## src/rtl/cfg_loader_pkg.sv

```systemverilog
package cfg_loader_pkg;
  typedef enum logic [1:0] {LD_WAIT, LD_ISSUE, LD_FETCH, LD_PHY} ld_state_e;
  typedef enum logic [1:0] {FT_IDLE, FT_REQ, FT_RSP} ft_state_e;
  localparam logic [4:0] PHYREG_CTRL  = 5'd0;
  localparam logic [4:0] PHYREG_ADV   = 5'd4;
  localparam logic [4:0] PHYREG_SMODE = 5'd18;
endpackage

```

## src/rtl/phy_word_enc.sv

```systemverilog
module phy_word_enc #(
  parameter int PORT_NUM = 1
) (
  input  logic [7:0]  strap_byte,
  output logic [15:0] w_adv,
  output logic [15:0] w_smode,
  output logic [15:0] w_ctrl
);
  logic an, dx, sp, pz;
  logic [2:0] mode3;

  assign an = strap_byte[0];
  assign dx = strap_byte[1];
  assign sp = strap_byte[2];
  assign pz = strap_byte[6];
  assign mode3 = an ? 3'b111 : {1'b0, sp, dx};

  assign w_ctrl  = {2'b00, sp, an, 3'b000, dx, 8'h00};
  assign w_adv   = {5'b00000, pz, 1'b0, sp & dx, sp, dx, 1'b1, 5'b00001};
  assign w_smode = {8'h00, mode3, 5'(PORT_NUM)};
endmodule

```

## src/rtl/byte_fetcher.sv

```systemverilog
module byte_fetcher
  import cfg_loader_pkg::*;
#(
  parameter int ADDR_W = 8
) (
  input  logic              clk,
  input  logic              rst_n,
  input  logic              go,
  input  logic [ADDR_W-1:0] go_addr,
  output logic              req_valid,
  input  logic              req_ready,
  output logic [ADDR_W-1:0] req_addr,
  input  logic              rsp_valid,
  input  logic [7:0]        rsp_data,
  input  logic              rsp_err,
  output logic              got,
  output logic              got_err,
  output logic [7:0]        got_data
);
  ft_state_e st;

  always_ff @(posedge clk or negedge rst_n) begin
    if (!rst_n) begin
      st       <= FT_IDLE;
      req_addr <= '0;
    end else begin
      case (st)
        FT_IDLE: if (go) begin
          st       <= FT_REQ;
          req_addr <= go_addr;
        end
        FT_REQ:  if (req_ready) st <= FT_RSP;
        FT_RSP:  if (rsp_valid) st <= FT_IDLE;
        default: st <= FT_IDLE;
      endcase
    end
  end

  assign req_valid = (st == FT_REQ);
  assign got       = (st == FT_RSP) && rsp_valid;
  assign got_err   = rsp_err;
  assign got_data  = rsp_data;

  // a waiting request keeps its address
  p_req_hold_r12: assert property (@(posedge clk) disable iff (!rst_n)
    (req_valid && !req_ready) |=> (req_valid && $stable(req_addr)));
  // no new request while a response is outstanding
  p_single_outstanding_r12: assert property (@(posedge clk) disable iff (!rst_n)
    (req_valid && req_ready) |=> !req_valid);
endmodule

```

## src/rtl/cfg_image_loader.sv

```systemverilog
module cfg_image_loader
  import cfg_loader_pkg::*;
#(
  parameter int          ADDR_W      = 8,
  parameter int          MAC_BYTES   = 6,
  parameter int          STRAP_BYTES = 4,
  parameter int          PHY_PORTS   = 2,
  parameter logic [7:0]  SIG         = 8'hA5,
  parameter logic [31:0] STRAP_RESET = 32'h0000_0101
) (
  input  logic                       clk,
  input  logic                       rst_n,
  input  logic                       reload_cmd,
  input  logic                       host_soft_rst,
  output logic                       req_valid,
  input  logic                       req_ready,
  output logic [ADDR_W-1:0]          req_addr,
  input  logic                       rsp_valid,
  input  logic [7:0]                 rsp_data,
  input  logic                       rsp_err,
  output logic                       busy,
  output logic [8*MAC_BYTES-1:0]     host_mac,
  output logic [8*MAC_BYTES-1:0]     switch_mac,
  output logic [8*STRAP_BYTES-1:0]   strap_cfg,
  output logic                       phy_we,
  output logic [$clog2(PHY_PORTS+1)-1:0] phy_port,
  output logic [4:0]                 phy_reg,
  output logic [15:0]                phy_wdata
);
  localparam int IDX_FLAG = MAC_BYTES + 1;
  localparam int IDX_LAST = IDX_FLAG + STRAP_BYTES;
  localparam int IDX_W    = $clog2(IDX_LAST + 1);
  localparam int PIX_W    = (PHY_PORTS > 1) ? $clog2(PHY_PORTS) : 1;
  localparam int PN_W     = $clog2(PHY_PORTS + 1);
  localparam logic [IDX_W-1:0] I_MACEND = IDX_W'(MAC_BYTES);
  localparam logic [IDX_W-1:0] I_FLAG   = IDX_W'(IDX_FLAG);
  localparam logic [IDX_W-1:0] I_LAST   = IDX_W'(IDX_LAST);
  localparam logic [PIX_W-1:0] P_LAST   = PIX_W'(PHY_PORTS - 1);

  ld_state_e                  st;
  logic [IDX_W-1:0]           idx;
  logic                       full_q, strap_ok_q;
  logic [8*MAC_BYTES-1:0]     mac_stage, stage_nx, host_q, sw_q;
  logic [8*STRAP_BYTES-1:0]   strap_q, strap_nx;
  logic [PIX_W-1:0]           port_ix;
  logic [1:0]                 sel_ix;
  logic                       f_go, f_got, f_err;
  logic [7:0]                 f_data;

  byte_fetcher #(.ADDR_W(ADDR_W)) u_fetch (
    .clk(clk), .rst_n(rst_n), .go(f_go), .go_addr(ADDR_W'(idx)),
    .req_valid(req_valid), .req_ready(req_ready), .req_addr(req_addr),
    .rsp_valid(rsp_valid), .rsp_data(rsp_data), .rsp_err(rsp_err),
    .got(f_got), .got_err(f_err), .got_data(f_data)
  );

  assign f_go = (st == LD_ISSUE);

  // byte merge for the MAC staging register and the strap register
  always_comb begin
    stage_nx = mac_stage;
    for (int k = 0; k < MAC_BYTES; k++)
      if (idx == IDX_W'(k + 1)) stage_nx[8*k +: 8] = f_data;
    strap_nx = strap_q;
    for (int k = 0; k < STRAP_BYTES; k++)
      if (idx == IDX_W'(IDX_FLAG + 1 + k)) strap_nx[8*k +: 8] = f_data;
  end

  always_ff @(posedge clk or negedge rst_n) begin
    if (!rst_n) begin
      st         <= LD_ISSUE;
      idx        <= '0;
      full_q     <= 1'b1;
      strap_ok_q <= 1'b0;
      mac_stage  <= '0;
      host_q     <= '0;
      sw_q       <= '0;
      strap_q    <= (8*STRAP_BYTES)'(STRAP_RESET);
      port_ix    <= '0;
      sel_ix     <= '0;
    end else begin
      case (st)
        LD_WAIT: begin
          if (reload_cmd || host_soft_rst) begin
            full_q     <= reload_cmd;
            idx        <= '0;
            strap_ok_q <= 1'b0;
            st         <= LD_ISSUE;
          end
        end
        LD_ISSUE: st <= LD_FETCH;
        LD_FETCH: if (f_got) begin
          if (f_err) begin
            st <= LD_WAIT;
          end else begin
            mac_stage <= stage_nx;
            idx       <= idx + IDX_W'(1);
            st        <= LD_ISSUE;
            if (idx == '0 && f_data != SIG) begin
              st      <= full_q ? LD_PHY : LD_WAIT;
              port_ix <= '0;
              sel_ix  <= '0;
            end
            if (idx == I_MACEND) begin
              host_q <= stage_nx;
              if (full_q) sw_q <= stage_nx;
              if (!full_q) st <= LD_WAIT;
            end
            if (idx == I_FLAG) strap_ok_q <= (f_data == SIG);
            if (strap_ok_q) strap_q <= strap_nx;
            if (idx == I_LAST) begin
              st      <= LD_PHY;
              port_ix <= '0;
              sel_ix  <= '0;
            end
          end
        end
        LD_PHY: begin
          if (sel_ix == 2'd2) begin
            sel_ix <= '0;
            if (port_ix == P_LAST) st <= LD_WAIT;
            else port_ix <= port_ix + PIX_W'(1);
          end else begin
            sel_ix <= sel_ix + 2'd1;
          end
        end
        default: st <= LD_WAIT;
      endcase
    end
  end

  // per-port PHY word encoders
  logic [15:0] w_adv [PHY_PORTS];
  logic [15:0] w_sm  [PHY_PORTS];
  logic [15:0] w_ct  [PHY_PORTS];

  for (genvar gp = 0; gp < PHY_PORTS; gp++) begin : g_enc
    phy_word_enc #(.PORT_NUM(gp + 1)) u_enc (
      .strap_byte(strap_q[8*gp +: 8]),
      .w_adv(w_adv[gp]), .w_smode(w_sm[gp]), .w_ctrl(w_ct[gp])
    );
  end

  always_comb begin
    case (sel_ix)
      2'd0:    begin phy_reg = PHYREG_ADV;   phy_wdata = w_adv[port_ix]; end
      2'd1:    begin phy_reg = PHYREG_SMODE; phy_wdata = w_sm[port_ix];  end
      default: begin phy_reg = PHYREG_CTRL;  phy_wdata = w_ct[port_ix];  end
    endcase
  end

  assign phy_we     = (st == LD_PHY);
  assign phy_port   = PN_W'(port_ix) + PN_W'(1);
  assign busy       = (st != LD_WAIT);
  assign host_mac   = host_q;
  assign switch_mac = sw_q;
  assign strap_cfg  = strap_q;

  // PHY strobes only inside an active run
  p_phy_in_run_r6: assert property (@(posedge clk) disable iff (!rst_n)
    phy_we |-> busy);
  // idle loader issues no request
  p_idle_quiet_r9: assert property (@(posedge clk) disable iff (!rst_n)
    !busy |-> !req_valid);
  // reload in the wait state starts a full run
  p_reload_starts_r1: assert property (@(posedge clk) disable iff (!rst_n)
    (!busy && reload_cmd) |=> (busy && full_q));
  // a short run never touches the switch copy
  p_switch_hold_r7: assert property (@(posedge clk) disable iff (!rst_n)
    (busy && !full_q) |=> $stable(switch_mac));
  // straps move only after a valid flag byte
  p_strap_gate_r5: assert property (@(posedge clk) disable iff (!rst_n)
    !strap_ok_q |=> $stable(strap_cfg));
  // run kind cannot change while busy
  p_mode_hold_r11: assert property (@(posedge clk) disable iff (!rst_n)
    busy |=> (!busy || $stable(full_q)));
endmodule

```

## config.mk

```make
export PLATFORM = sky130hd
export DESIGN_NAME = cfg_image_loader
export DESIGN_NICKNAME = d
export VERILOG_FILES = /design/src/rtl/cfg_loader_pkg.sv /design/src/rtl/phy_word_enc.sv /design/src/rtl/byte_fetcher.sv /design/src/rtl/cfg_image_loader.sv
export SDC_FILE = /design/constraint.sdc
export NUM_CORES = 1
export LEC_CHECK = 0
export BUFFER_PORTS_ARGS = -buffer_cell sky130_fd_sc_hd__buf_2
export CORE_MARGIN = 2
export CORE_UTILIZATION = 54
export DETAILED_ROUTE_END_ITERATION = 12
export PLACE_DENSITY_LB_ADDON = 0.1
export SETUP_SLACK_MARGIN = 0.02
export SYNTH_ARGS = -nofsm -noshare
export SYNTH_HDL_FRONTEND = slang
export SYNTH_SLANG_ARGS = --single-unit
```

## constraint.sdc

```tcl
create_clock -name clk -period 2.2 [get_ports clk]
set_input_delay 0.33 -clock clk [delete_from_list [all_inputs] [get_ports clk]]
set_output_delay 0.33 -clock clk [all_outputs]
set_load 0.05 [all_outputs]
```

# Yosys cells after proc, flatten, opt, wreduce, memory -nomap -nowiden
# Index checks and enable logic that the tools add are counted.
dict set report classes {
  n_addsub 4
  order_cmp 1
  n_eq_ne 30
  mux 56
  bitwise_logic 4
  reduce_logical 25
}
# cell n
set ops {}
lappend ops {{two-way mux 16 bit} 6}
lappend ops {{two-way mux 8 bit} 7}
lappend ops {{two-way mux 2 bit} 18}
lappend ops {{AND reduction 5 bit} 7}
lappend ops {{one-hot mux 16 bit (2 select lines)} 1}
lappend ops {{== test 4 x 3 -> 1 bit (second input constant)} 4}
lappend ops {{== test 4 bit (second input constant)} 4}
lappend ops {{AND reduction 4 bit} 4}
lappend ops {{two-way mux 14 bit} 1}
lappend ops {{two-way mux 4 bit} 3}
lappend ops {{!= test 2 bit (second input constant)} 6}
lappend ops {{two-way mux 11 bit} 1}
lappend ops {{two-way mux 1 bit} 10}
lappend ops {{one-hot mux 5 bit (2 select lines)} 1}
lappend ops {{== test 2 bit (second input constant)} 4}
lappend ops {{== test 4 x 2 -> 1 bit (second input constant)} 2}
lappend ops {{== test 8 bit (second input constant)} 1}
lappend ops {{!= test 8 bit (second input constant)} 1}
lappend ops {{one-hot mux 2 bit (4 select lines)} 1}
lappend ops {{one-hot mux 4 bit (2 select lines)} 1}
lappend ops {{== test 2 x 1 -> 1 bit (second input constant)} 3}
lappend ops {{zero test 2 bit} 3}
lappend ops {{two-way mux 3 bit} 2}
lappend ops {{!= test 2 x 1 -> 1 bit (second input constant)} 3}
lappend ops {{19 further kinds} 26}
dict set report word_totals {
  register_bits 193
  in_bits 15
  out_inout_bits 162
  wordCells 135
}

# Depth between registers and ports, before layout
dict set report logic_depth {
  word_depth 9
  depth_mapped 9
  ltp_nobuf 6
}

# Cells and area by module
# From an unflattened synthesis, not the netlist that was laid out.
dict set report unflattened {
  cells_unflattened 808
  hier_area_um2 9315.2
}
# mod n_inst cells_each area_per_inst_um2
set by_module_without_submodules {}
lappend by_module_without_submodules {cfg_image_loader 1 673 8120.3}
lappend by_module_without_submodules {phy_word_enc 2 50 364.1}
lappend by_module_without_submodules {byte_fetcher 1 35 466.7}

# Worst setup path after synthesis
# No wires, ideal clock.
dict set report synth_timing {
  kind {register -> output}
  start {reg port_ix}
  end {out phy_wdata[1]}
  arrival_time_ns 2.248
  t_required_ns 1.870
  slack_ns -0.378
  stages_incl_launch_ff 4
  path_buffers 1
  path_cell_list {dfrtp_1 > clkbuf_1 > inv_1 > nor3_1}
}
dict set report synth_via {
  elab_chain_len 5
}
# item line
set synth_rtl {}
lappend synth_rtl {{start, declared} cfg_image_loader.sv:45} ;# logic [PIX_W-1:0] port_ix;
lappend synth_rtl {{start signal, assigned} cfg_image_loader.sv:122} ;# else port_ix <= port_ix + PIX_W'(1);
lappend synth_rtl {{inverter 1 -> 2 bit (not written as such)} cfg_image_loader.sv:147} ;# 2'd1: begin phy_reg = PHYREG_SMODE; phy_wdata = w_sm[port_ix]; end
lappend synth_rtl {{two-way mux 8 bit (not written as such)} cfg_image_loader.sv:147}
lappend synth_rtl {{two-way mux 16 bit (not written as such) (2 in series)} cfg_image_loader.sv:147}
lappend synth_rtl {{one-hot mux 16 bit (2 select lines)} cfg_image_loader.sv:145} ;# case (sel_ix)
lappend synth_rtl {{end, declared} cfg_image_loader.sv:28} ;# output logic [15:0] phy_wdata
# Every way passes these cells. The select of a mux whose other input is x is not followed.

# Worst setup path after layout
dict set report layout_timing {
  start {reg port_ix}
  end {out phy_wdata[7]}
}
dict set report layout_via {
  elab_chain_len 5
  word_cells_on_any_way 8
  classes_between {mux: 7; bitwise: 1}
}
# item line
set layout_rtl {}
lappend layout_rtl {{inverter 1 -> 2 bit (not written as such) *} {cfg_image_loader.sv:146, cfg_image_loader.sv:147}}
lappend layout_rtl {{two-way mux 8 bit (not written as such) / two-way mux 11 bit (equally long branches)} {cfg_image_loader.sv:147, cfg_image_loader.sv:146}}
lappend layout_rtl {{two-way mux 16 bit, on equally long branches (2 in series)} {cfg_image_loader.sv:147, cfg_image_loader.sv:146}}
lappend layout_rtl {{one-hot mux 16 bit (2 select lines) *} cfg_image_loader.sv:145}
# Mark *: on every way between the ends. The rest lies on a longest branch, timed or not. The select of a mux whose other input is x is not followed.

==> results_dict.tcl <==
set metrics [dict create \
    h-tree-depth 4 \
    syn_to_final_growth_pct 21.0 \
    finalCriticalPeriod_ps 2100 \
    cts.sinks 185 \
    drtAntennaViolNets 0 \
    wirelength_mm 18.2 \
    dieArea_sq_um 15700 \
    via_count 5563 \
    maxCapViolCount 0 \
    path_class "reg -> out" \
    synth-warning-count 0 \
    finalSetupViolations 0 \
    synth-simple-area-share 0.0848 \
    grt_pass1_wl_mm 29.4 \
    drive_gt1_frac 0.400 \
    initial_core_util 0.550 \
    synthCells 660 \
    io_buffers 163 \
    design.core.area_sq_um 14400 \
    final_util 0.665 \
    synth_compound_area_frac 0.0792 \
    clk_latency_ps 430 \
    drcViolationCount 0 \
    ys_seq_area_frac 0.585 \
    synth_top_family_by_area "multiplexers" \
    synthDistinctLibCells 50 \
    diodes 0 \
    hold_viol_final 0 \
    overflow 0 \
    grt_antenna_before_repair 0 \
    synthFlopType "dfrtp_1" \
    ir_worst_vdd_v 0.000536 \
    synthArstFlopShare 1.00 \
    synth_area_sq_um 7930 \
    synth_edf_count 0 \
    ys_seq_elements 185 \
    cp-end-kind "primary output" \
    startpoint_type "flip-flop" \
    min_from "req_ready" \
    grt_usage 0.238 \
    nNetsFinal 835 \
    synth-adder-area-share 0.00631 \
    period_share 0.956 \
    fp-row-count 44 \
    status "completed" \
    power_density_nw_per_um2 892 \
    rr_worst_depth 6 \
    clkTransAtPathRegs_ps 60 \
    drtPass1Iterations 5 \
    grt_pass1_vias 5478 \
    instances_no_fill 1012 \
    fmax_mhz 476 \
    fin_hold_ws_ps 144 \
    dp_hpwl_mm 12.5 \
    wl_per_cell_microns 18.0 \
    postSynthAreaPerCell_sq_um 12.0 \
    synthMuxAreaShare 0.193 \
    cp.arrival_ps 1770 \
    drv_slew 0 \
    grt_start_max_net_pins 65 \
    tns_ps 0 \
    p_leak_nw 5.21 \
    cts-buffers-inserted 17 \
    io_pins 177 \
    dp_cells 980 \
    finClkSkew_ps 13.5 \
    rsz0062_at_grt "no" \
    clk_path_buf_depth 2 \
    die_w_microns 125 \
    synthXorXnorAreaFrac 0 \
    cts_tree "yes" \
    min_path_type "in -> reg" \
    critPathLaunch "port_ix" \
    drt-initial-drc-count 393 \
    fill_cells 1130 \
    avgViaCountPerCell 5.50 \
    timing.rr.start "idx[1]" \
    critPathRequiredTime_ps 1870 \
    die_h_microns 125 \
    root_buffer "clkbuf_16" \
    cts_setup_buffers 0 \
    holdPathStages 3 \
    critPathMaxFanout 9 \
    gp_congestion 0.849 \
]
[worst paths after layout]
check                      slack, ps             end
max                              100    phy_wdata[7]
min                              140   u_fetch.st[1]
max reg2reg                      180   switch_mac[4]
min reg2reg                      480  switch_mac[28]
max in group asynchronous       1020    host_mac[21]
min in group asynchronous        400  switch_mac[26]
[report_power, final]
part	switching (mW)	internal (mW)
logic	1.08	0.448
clock network	1.28	2.04
registers	0.165	3.54
total	2.53	6.03
[kinds of logic (layout without fill, tap and decap cells)]
| kind of cell | after synthesis | count (layout) |
|---|---|---|
| adders and majority gates | 4 | 4 |
| other | 1 | 13 |
| and+or+nand+nor | 142 | 142 |
| AOI/OAI and AO/OA | 112 | 112 |
| DFF | 185 | 185 |
| buffers and inverters | 79 | 235 |
| muxes | 137 | 137 |
[metrics by stage]
step | instance area (sq um) | power (mW) | worst slack (ps)
floorplan | 7990 | 4.91 | 30.6
global placement | 8940 | 5.26 | 262
detailed placement | 8940 | 5.30 | 188
CTS | 9590 | 8.61 | 88.3
global route | 9590 | 8.88 | 46.0
finish | 9590 | 8.56 | 97.4
[cell type report]
type,count,area [sq um],area share
multi-input cells,408,2960,0.308
inverters,14,52.6,0.00548
well taps,184,230,0.0240
clock buffers,19,443,0.0462
repair buffers,190,1080,0.112
clock inverters,12,196,0.0205
flip-flops and latches,185,4640,0.483
[placed cells by master (no fill, tap or decap), types with 2 or more instances in the layout]
master / n
a21oi_1: 46
a22o_1: 3
and2_1: 3
buf_12: 4
buf_2: 162
buf_4: 22
bufinv_16: 5
clkbuf_16: 17
clkinv_2: 4
clkinv_4: 2
conb_1: 13
dfrtp_1: 180
dfstp_2: 4
ha_1: 4
inv_1: 14
mux2_2: 85
mux2_4: 8
mux2i_1: 43
nand2_1: 54
nand2b_1: 2
nand3_1: 6
nand3b_1: 3
nand4_2: 3
nor2_1: 52
nor2b_1: 2
nor3_2: 4
o21ai_0: 43
o21ai_1: 4
o2bb2ai_1: 3
o32ai_1: 2
or3_1: 2
or4_1: 2
[routing by layer]
layer,up-vias,track usage,routed length (microns)
met5,-,0,0
met2,168,0.374,8840
met1,2810,0.339,8190
met3,21,0.0424,884
li1,2564,-,-
met4,0,0.0778,282
[critical path, cell delays in order, from the launching register on]
cell     delay, ps
dfrtp_2        460
mux4_2         520
and2_1         170
buf_2          200
[state kept, by name, indices dropped and copies added, names as in the netlist, 4 cells and up]
register and flops:
mac_stage 40, idx 4, u_fetch.req_addr 4, strap_cfg 32
host_mac 48, switch_mac 48
[cells in the mapped netlist (all sizes together) (4+ instances only)]
cell type / count / area (sq um)
mux2i: 43 / 430
nand3: 6 / 30.0
dfstp: 4 / 105
ha: 4 / 50.1
buf: 35 / 244
clkbuf: 30 / 113
inv: 14 / 52.6
nor2: 52 / 195
nor3: 5 / 25.0
nand2: 54 / 203
nand4: 4 / 43.8
mux2: 93 / 1080
a21oi: 46 / 230
o21ai: 47 / 235
dfrtp: 181 / 4530
[timing repair]
action | in CTS | in global routing
setup endpoints to repair | 1 | 0
hold endpoints to repair | 42 | 0
hold buffers | 1 | 0
resized for setup | 1 | 0
(Power assumes the default switching activity.)
